## config.mk

```make
export PLATFORM = sky130hd
export DESIGN_NAME = ep0_hs_reg
export DESIGN_NICKNAME = d
export VERILOG_FILES = /design/src/rtl/ep0_hs_pkg.sv /design/src/rtl/ep0_flag_ctrl.sv /design/src/rtl/ep0_mps_reg.sv /design/src/rtl/ep0_bus_read.sv /design/src/rtl/ep0_hs_reg.sv
export SDC_FILE = /design/constraint.sdc
export NUM_CORES = 1
export LEC_CHECK = 0
export BUFFER_PORTS_ARGS = -buffer_cell sky130_fd_sc_hd__buf_2
export CORE_ASPECT_RATIO = 1.2
export CORE_MARGIN = 2
export CORE_UTILIZATION = 40
export DETAILED_ROUTE_END_ITERATION = 6
export PLACE_DENSITY_LB_ADDON = 0.25
export SLEW_MARGIN = 20
export SYNTH_ARGS = -nofsm -noshare
export SYNTH_HDL_FRONTEND = slang
export SYNTH_SLANG_ARGS = --single-unit
export TNS_END_PERCENT = 10
```

## constraint.sdc

```tcl
create_clock -name clk -period 4.5 [get_ports clk]
set_input_delay 0.9 -clock clk [delete_from_list [all_inputs] [get_ports clk]]
set_output_delay 0.9 -clock clk [all_outputs]
set_load 0.02 [all_outputs]
```

## src/rtl/ep0_hs_pkg.sv

```systemverilog
package ep0_hs_pkg;

    // Control word bit positions (software-visible layout)
    localparam int unsigned B_OUT_RDY    = 0;
    localparam int unsigned B_IN_RDY     = 1;
    localparam int unsigned B_SENT_STALL = 2;
    localparam int unsigned B_DATA_END   = 3;
    localparam int unsigned B_SETUP_END  = 4;
    localparam int unsigned B_SEND_STALL = 5;
    localparam int unsigned B_CLR_OUT    = 6;
    localparam int unsigned B_CLR_SETUP  = 7;

    typedef struct packed {
        logic setup_end;
        logic send_stall;
        logic data_end;
        logic sent_stall;
        logic in_rdy;
        logic out_rdy;
    } ep0_flags_t;

    typedef struct packed {
        logic tok_valid;
        logic in_done;
        logic proto_err;
        logic early_end;
        logic xfer_done;
    } usb_evt_t;

endpackage

```

## src/rtl/ep0_flag_ctrl.sv

```systemverilog
module ep0_flag_ctrl
    import ep0_hs_pkg::*;
#(
    parameter int unsigned FIELD_W = 8
) (
    input  logic               clk,
    input  logic               rst_n,
    input  logic               ctrl_wr,
    input  logic [FIELD_W-1:0] ctrl_wdata,
    input  usb_evt_t           evt,
    output ep0_flags_t         flags_o,
    output logic               irq_o
);

    typedef struct packed {
        ep0_flags_t flags;
        logic       irq;
    } flag_state_t;

    flag_state_t s_d, s_q;
    logic        early_hit;

    always_comb begin
        s_d       = s_q;
        s_d.irq   = 1'b0;
        early_hit = evt.early_end && !s_q.flags.data_end;

        // OUT ready: hardware set, strobe clear, set wins
        if (ctrl_wr && ctrl_wdata[B_CLR_OUT]) s_d.flags.out_rdy = 1'b0;
        if (evt.tok_valid)                    s_d.flags.out_rdy = 1'b1;

        // IN ready: software set, hardware clear, software set wins
        if (evt.in_done)                      s_d.flags.in_rdy = 1'b0;
        if (ctrl_wr && ctrl_wdata[B_IN_RDY])  s_d.flags.in_rdy = 1'b1;

        // Sent stall: hardware set, software write-zero clear, set wins
        if (ctrl_wr && !ctrl_wdata[B_SENT_STALL]) s_d.flags.sent_stall = 1'b0;
        if (evt.proto_err)                        s_d.flags.sent_stall = 1'b1;

        // Data end: software set, hardware clear, software set wins
        if (evt.xfer_done)                     s_d.flags.data_end = 1'b0;
        if (ctrl_wr && ctrl_wdata[B_DATA_END]) s_d.flags.data_end = 1'b1;

        // Setup end: qualified hardware set, strobe clear, set wins
        if (ctrl_wr && ctrl_wdata[B_CLR_SETUP]) s_d.flags.setup_end = 1'b0;
        if (early_hit)                          s_d.flags.setup_end = 1'b1;

        // Send stall: plain software-written bit
        if (ctrl_wr) s_d.flags.send_stall = ctrl_wdata[B_SEND_STALL];

        // Interrupt events, qualified on the flag's previous value
        s_d.irq = (evt.tok_valid && !s_q.flags.out_rdy)
               || (evt.in_done   &&  s_q.flags.in_rdy)
               || (evt.proto_err && !s_q.flags.sent_stall)
               || (early_hit     && !s_q.flags.setup_end);
    end

    always_ff @(posedge clk or negedge rst_n) begin
        if (!rst_n) begin
            s_q <= '0;
        end else begin
            s_q <= s_d;
        end
    end

    assign flags_o = s_q.flags;
    assign irq_o   = s_q.irq;

endmodule

```

## src/rtl/ep0_mps_reg.sv

```systemverilog
module ep0_mps_reg #(
    parameter int unsigned FIELD_W     = 8,
    parameter int unsigned MPS_CODES   = 4,
    parameter int unsigned MPS_BASE    = 8,
    parameter int unsigned MPS_BYTES_W = 7
) (
    input  logic                   clk,
    input  logic                   rst_n,
    input  logic                   wr,
    input  logic [FIELD_W-1:0]     wdata,
    output logic [FIELD_W-1:0]     code_o,
    output logic [MPS_BYTES_W-1:0] bytes_o
);

    typedef struct packed {
        logic [FIELD_W-1:0] code;
    } mps_state_t;

    mps_state_t s_d, s_q;

    logic [MPS_CODES-1:0]   hit_wr;
    logic [MPS_CODES-1:0]   hit_cur;
    logic [MPS_BYTES_W-1:0] size_of [MPS_CODES];

    for (genvar i = 0; i < MPS_CODES; i++) begin : g_code
        localparam logic [FIELD_W-1:0] CODE = FIELD_W'(1) << i;
        assign hit_wr[i]  = (wdata == CODE);
        assign hit_cur[i] = (s_q.code == CODE);
        assign size_of[i] = MPS_BYTES_W'(MPS_BASE) << i;
    end

    always_comb begin
        s_d = s_q;
        if (wr && (|hit_wr)) s_d.code = wdata;
    end

    always_comb begin
        bytes_o = '0;
        for (int i = 0; i < MPS_CODES; i++) begin
            if (hit_cur[i]) bytes_o = bytes_o | size_of[i];
        end
    end

    always_ff @(posedge clk or negedge rst_n) begin
        if (!rst_n) begin
            s_q <= '0;
        end else begin
            s_q <= s_d;
        end
    end

    assign code_o = s_q.code;

endmodule

```

## src/rtl/ep0_bus_read.sv

```systemverilog
module ep0_bus_read
    import ep0_hs_pkg::*;
#(
    parameter int unsigned DATA_W    = 32,
    parameter int unsigned FIELD_W   = 8,
    parameter int unsigned ADDR_W    = 4,
    parameter int unsigned CTRL_ADDR = 0,
    parameter int unsigned MPS_ADDR  = 1
) (
    input  logic [ADDR_W-1:0]  addr,
    input  ep0_flags_t         flags,
    input  logic [FIELD_W-1:0] mps_code,
    output logic [DATA_W-1:0]  rdata
);

    logic [FIELD_W-1:0] ctrl_word;

    always_comb begin
        ctrl_word                = '0;
        ctrl_word[B_OUT_RDY]     = flags.out_rdy;
        ctrl_word[B_IN_RDY]      = flags.in_rdy;
        ctrl_word[B_SENT_STALL]  = flags.sent_stall;
        ctrl_word[B_DATA_END]    = flags.data_end;
        ctrl_word[B_SETUP_END]   = flags.setup_end;
        ctrl_word[B_SEND_STALL]  = flags.send_stall;
    end

    always_comb begin
        rdata = '0;
        if (addr == ADDR_W'(CTRL_ADDR)) begin
            rdata[FIELD_W-1:0] = ctrl_word;
        end else if (addr == ADDR_W'(MPS_ADDR)) begin
            rdata[FIELD_W-1:0] = mps_code;
        end
    end

endmodule

```

## src/rtl/ep0_hs_reg.sv

```systemverilog
module ep0_hs_reg
    import ep0_hs_pkg::*;
#(
    parameter int unsigned DATA_W      = 32,
    parameter int unsigned FIELD_W     = 8,
    parameter int unsigned ADDR_W      = 4,
    parameter int unsigned CTRL_ADDR   = 0,
    parameter int unsigned MPS_ADDR    = 1,
    parameter int unsigned MPS_CODES   = 4,
    parameter int unsigned MPS_BASE    = 8,
    parameter int unsigned MPS_BYTES_W = $clog2(MPS_BASE << (MPS_CODES - 1)) + 1
) (
    input  logic                   clk,
    input  logic                   rst_n,
    input  logic                   bus_wr_en,
    input  logic [ADDR_W-1:0]      bus_addr,
    input  logic [FIELD_W-1:0]     bus_wdata,
    output logic [DATA_W-1:0]      bus_rdata,
    input  logic                   usb_tok_valid,
    input  logic                   usb_in_done,
    input  logic                   usb_proto_err,
    input  logic                   usb_early_end,
    input  logic                   usb_xfer_done,
    input  logic                   cpu_fifo_req,
    output logic                   fifo_grant,
    output logic                   fifo_flush,
    output logic                   out_pkt_rdy,
    output logic                   in_pkt_rdy,
    output logic                   data_end,
    output logic                   stall_req,
    output logic [FIELD_W-1:0]     mps_code,
    output logic [MPS_BYTES_W-1:0] mps_bytes,
    output logic                   irq
);

    ep0_flags_t flags_w;
    usb_evt_t   evt_w;
    logic       ctrl_wr_w;
    logic       mps_wr_w;
    logic       sent_stall_w;
    logic       setup_end_w;

    assign ctrl_wr_w = bus_wr_en && (bus_addr == ADDR_W'(CTRL_ADDR));
    assign mps_wr_w  = bus_wr_en && (bus_addr == ADDR_W'(MPS_ADDR));

    assign evt_w.tok_valid = usb_tok_valid;
    assign evt_w.in_done   = usb_in_done;
    assign evt_w.proto_err = usb_proto_err;
    assign evt_w.early_end = usb_early_end;
    assign evt_w.xfer_done = usb_xfer_done;

    ep0_flag_ctrl #(
        .FIELD_W (FIELD_W)
    ) u_flags (
        .clk        (clk),
        .rst_n      (rst_n),
        .ctrl_wr    (ctrl_wr_w),
        .ctrl_wdata (bus_wdata),
        .evt        (evt_w),
        .flags_o    (flags_w),
        .irq_o      (irq)
    );

    ep0_mps_reg #(
        .FIELD_W     (FIELD_W),
        .MPS_CODES   (MPS_CODES),
        .MPS_BASE    (MPS_BASE),
        .MPS_BYTES_W (MPS_BYTES_W)
    ) u_mps (
        .clk     (clk),
        .rst_n   (rst_n),
        .wr      (mps_wr_w),
        .wdata   (bus_wdata),
        .code_o  (mps_code),
        .bytes_o (mps_bytes)
    );

    ep0_bus_read #(
        .DATA_W    (DATA_W),
        .FIELD_W   (FIELD_W),
        .ADDR_W    (ADDR_W),
        .CTRL_ADDR (CTRL_ADDR),
        .MPS_ADDR  (MPS_ADDR)
    ) u_rd (
        .addr     (bus_addr),
        .flags    (flags_w),
        .mps_code (mps_code),
        .rdata    (bus_rdata)
    );

    assign sent_stall_w = flags_w.sent_stall;
    assign setup_end_w  = flags_w.setup_end;
    assign out_pkt_rdy  = flags_w.out_rdy;
    assign in_pkt_rdy   = flags_w.in_rdy;
    assign data_end     = flags_w.data_end;
    assign stall_req    = flags_w.send_stall;

    // Setup-end abort isolates the FIFO from the processor
    assign fifo_flush = setup_end_w;
    assign fifo_grant = cpu_fifo_req && !setup_end_w;

endmodule

```

Yosys cells after proc, flatten, opt, wreduce, memory -nomap -nowiden
Cells that the tools add are included.
- memories: 0
- register bits after elaboration: 15
- bits in latches: 0
- output and inout port bits: 54
- memory bits (read-only): 0
- memory bits (writable): 0
- div/mod/pow operators: 0
- reduce and logical (&&, ||, !) cells: 29
- multipliers: 0
- shifts and indexed selects: 0
- equality and inequality tests: 9
- add/sub/neg operators: 0
- bitwise operators: 0
- magnitude comparators: 0
- muxes and demuxes: 16
- operator list (cell ; count):
    equality test 8 x 1 -> 1 bit (second input constant) ; 2
    equality test 8 x 2 -> 1 bit (second input constant) ; 2
    equality test 8 x 3 -> 1 bit (second input constant) ; 2
    equality test 8 x 4 -> 1 bit (second input constant) ; 2
    two-way mux 8 bit ; 2
    logical AND 1 bit ; 14
    two-way mux 1 bit ; 10
    nonzero test 2 bit ; 5
    two-way mux 7 bit ; 1
    two-way mux 6 bit ; 1
    zero test 1 bit ; 5
    two-way mux 5 bit ; 1
    equality test 4 x 1 -> 1 bit (second input constant) ; 1
    zero test 4 bit ; 1
    two-way mux 4 bit ; 1
    OR reduction 4 bit ; 1
    logical OR 1 bit ; 3

Logic depth before layout (Yosys ltp)
- depth in word-level cells: 5
- depth in mapped cells: 5
- mapped depth without buffers: 4

Hierarchy
Synthesis repeated with hierarchy kept, for this count alone.
- cells, all modules: 128
- area, all modules: 1139.8 um^2
- by module, submodules not included (module ; sequential area each (um^2) ; times used ; cells each ; area each (um^2)):
    ep0_mps_reg ; 200.2 ; 1 ; 55 ; 494.2
    ep0_bus_read ; 0.0 ; 1 ; 44 ; 309.0
    ep0_flag_ctrl ; 175.2 ; 1 ; 25 ; 280.3
    ep0_hs_reg ; 0.0 ; 1 ; 4 ; 56.3

Worst setup path after synthesis
Ideal clock, no wire load.
- kind: flip-flop to output port
- from: reg u_mps.s_q, in the netlist u_mps.code_o[5]
- to: out mps_bytes[3]
- path slack: 1738 ps
- cell stages (with the launch flop): 4
- data required time: 3600 ps
- data arrival time: 1862 ps
- buffers on the path: 0
- cells stage by stage: dfrtp_1 or4_1 or3_1 nor3b_1
- longest elaborated chain between the ends: 5
- ends and longest elaborated chain (what ; line ; RTL):
    start, declared ; ep0_mps_reg.sv:19 ; mps_state_t s_d, s_q;
    start signal, assigned ; ep0_mps_reg.sv:46 ; s_q <= '0;
    start signal, assigned ; ep0_mps_reg.sv:48 ; s_q <= s_d;
    equality test 8 x 1 -> 1 bit ; ep0_mps_reg.sv:28 ; assign hit_cur[i] = (s_q.code == CODE);
    two-way mux 4 bit ; ep0_mps_reg.sv:40 ; if (hit_cur[i]) bytes_o = bytes_o | size_of[i];
    two-way mux 5 bit ; ep0_mps_reg.sv:40 ;
    two-way mux 6 bit ; ep0_mps_reg.sv:40 ;
    two-way mux 7 bit ; ep0_mps_reg.sv:40 ;
    end, declared ; ep0_hs_reg.sv:32 ; output logic [MPS_BYTES_W-1:0] mps_bytes,
No other way between the ends.

Final worst setup path
Same ends and word-level chain as after synthesis.

==> results.sh <==
export IMPL_status="finished clean"
export IMPL_slew_violations=0
export IMPL_synth_most_common_cell="buf_4"
export IMPL_ys_flop_type="dfrtp_1"
export IMPL_nNetsFinal=174
export IMPL_cp_top_family="simple AND/OR/NAND/NOR gates"
export IMPL_p_per_area_nw_per_um2=233
export IMPL_cts_resized_gates=0
export IMPL_vias=820
export IMPL_rows=19
export IMPL_ys_top_cells_by_area="dfrtp_1 37%, buf_4 20%, mux2i_1 6.0%"
export IMPL_dieArea_um2=2930
export IMPL_cts_root_buf="clkbuf_4"
export IMPL_htreeDepth=1
export IMPL_rsz0062_at_grt="false"
export IMPL_yosys_area_top_type="dfrtp_1"
export IMPL_finalSetupViolCount=0
export IMPL_antenna_found_initial=0
export IMPL_ant_nets=0
export IMPL_syn_area_um2=1000
export IMPL_dr_first_iter_drc_count=9
export IMPL_crit_chain="or4_1 > or3_1 > nor3b_1 > buf_2"
export IMPL_numCtsBuffers=3
export IMPL_min_path_type="input pin to asynchronous set/reset pin"
export IMPL_slowest_stage="or4_1"
export IMPL_synth_top_area_share_pct=37.4
export IMPL_grt_overflow=0
export IMPL_layout_drive_gt1_share_pct=34.9
export IMPL_skew_ns=0.00116
export IMPL_top_level_ports=75
export IMPL_hold_viol=0
export IMPL_syn_avg_cell_area_um2=9.66
export IMPL_drt_first_pass_iters=4
export IMPL_ys_types=27
export IMPL_synthToLayoutAreaGrowth_pct=18.4
export IMPL_clk_latency_ns=0.27
export IMPL_synthCells=104
export IMPL_synth_ff_latch_count=15
export IMPL_start_util_pct=43.1
export IMPL_hpwl_um=1690
export IMPL_die_height_um=58.9
export IMPL_clk_pin_slew_ns=0.09
export IMPL_period_share_pct=64.1
export IMPL_max_stage_delay_ns=0.55
export IMPL_crit_arrival_ns=1.99
export IMPL_die_w_um=49.8
export IMPL_synth_commonest_cells="27 x buf_4, 15 x dfrtp_1, 6 x mux2i_1, 6 x nor2_1"
export IMPL_leakage_nw=0.714
export IMPL_gp_congestion=0.753
export IMPL_period_minus_slack_ns=2.89
export IMPL_grt_pass1_vias=677
export IMPL_vias_per_cell=4.48
export IMPL_multiInputGateArea_um2=499
export IMPL_route_detailed_drc=0
export IMPL_fill_cells=230
export IMPL_critical_path_required_ns=3.60
export IMPL_portBuffers=47
export IMPL_grt_max_degree=16
export IMPL_cap_violations=0
export IMPL_worstSetupPathType="flip-flop to primary output"
export IMPL_diodes=0
export IMPL_postCtsSetupBuffers=0
export IMPL_avgRoutedWirePerCell_um=11.2
export IMPL_drt_wl_total_um=2060
export IMPL_critical_path_max_fanout=4
export IMPL_cts_sinks=15
export IMPL_clock_tree_buffer_depth=2
export IMPL_grt_use_total_pct=14.3
export IMPL_ys_async_sr_fraction_pct=100
export IMPL_core_area_um2=2330
export IMPL_clock_fmax_ghz=0.347
export IMPL_grt_pass1_wl_um=3110
export IMPL_ys_seq_area_share_pct=37.4
export IMPL_tritoncts="built"
export IMPL_cp_num_buf_inv=1
export IMPL_fin_setup_tns_ns=0
export IMPL_max_vdd_ir_drop_mv=0.144
export IMPL_whs_ns=0.515
export IMPL_seqCellArea_um2=375
export IMPL_yosysWarnings=0
export IMPL_cts_hold_buf=0
export IMPL_synth_edff_count=0
export IMPL_start_kind="flip-flop"
export IMPL_cp_end_kind="primary output"
layout by cell type, fill, tap and decap left out, drive strengths merged, types with 4 or more instances in the layout:
| cell type | count |
|---|---|
| buf | 47 |
| clkbuf | 4 |
| conb | 27 |
| dfrtp | 15 |
| inv | 4 |
| mux2 | 5 |
| mux2i | 6 |
| nand2 | 5 |
| nand2b | 4 |
| nor2 | 6 |
| nor2b | 5 |
| nor3b | 5 |
logic make-up (layout without fill, tap and decap cells):
kind of cell | Yosys count | in the layout | synth area share, %
mux | 11 | 11 | 11.6
other cells | 1 | 27 | 0.373
xor+xnor | 1 | 1 | 0.872
flops | 15 | 15 | 37.4
compound gates | 9 | 9 | 6.85
buf+inv | 33 | 55 | 22.7
simple gates | 34 | 34 | 20.3
layout make-up:
class / count / share of cell area [%]
flip-flops and latches: 15 / 31.5
inverters: 4 / 1.26
well taps: 31 / 3.26
multi-input cells: 82 / 42.0
repair buffers: 47 / 19.8
clock buffers: 4 / 2.21
final timing paths:
path / from / to / slack, ns / cells after the start
worst max-delay path: u_mps.code_o[5] / mps_bytes[3] / 1.61 / 4
worst min-delay path: rst_n / u_flags.flags_o[4] / 0.51 / 1
worst max register to register: u_flags.flags_o[0] / u_flags.irq_o / 3.49 / 3
worst min register to register: u_flags.flags_o[4] / u_flags.flags_o[4] / 0.51 / 1
max in group asynchronous: rst_n / u_mps.code_o[4] / 3.73 / 1
min in group clk: u_flags.flags_o[4] / u_flags.flags_o[4] / 0.52 / 1
report_power, final:
part | total (W) | switching, W | internal (W)
Sequential | 0.000141 | 0.00000287 | 0.000138
Combinational | 0.0000606 | 0.0000432 | 0.0000175
Clock | 0.0000754 | 0.0000411 | 0.0000343
Total | 0.000277 | 0.0000871 | 0.000190
layer usage:
| metal | up-vias | track usage (%) | wire length (µm) |
|---|---|---|---|
| met3 | 2 | 2.03 | 171 |
| li1 | 394 | - | - |
| met1 | 377 | 18.4 | 892 |
| met2 | 47 | 22.9 | 978 |
| met4 | 0 | 8.73 | 15 |
| met5 | - | 0 | 0 |
state kept, by name, summed over array words and instances, names as in the netlist:
| register | count |
|---|---|
| u_mps.code_o | 8 |
| u_flags.flags_o | 6 |
| u_flags.irq_o | 1 |
metrics by stage:
stage	util, %	power (W)	cell area [µm²]	instances	worst slack [ns]
2_1_floorplan	-	0.000202	1100	130	1.74
3_3_place_gp	49.9	0.000204	1160	179	1.72
3_5_place_dp	49.9	0.000205	1160	179	1.71
4_1_cts	51.1	0.000280	1190	183	1.59
5_1_grt	51.1	0.000292	1190	183	1.50
6_report	51.1	0.000277	1190	183	1.61
Note: power is estimated with default switching activity, not from simulation.
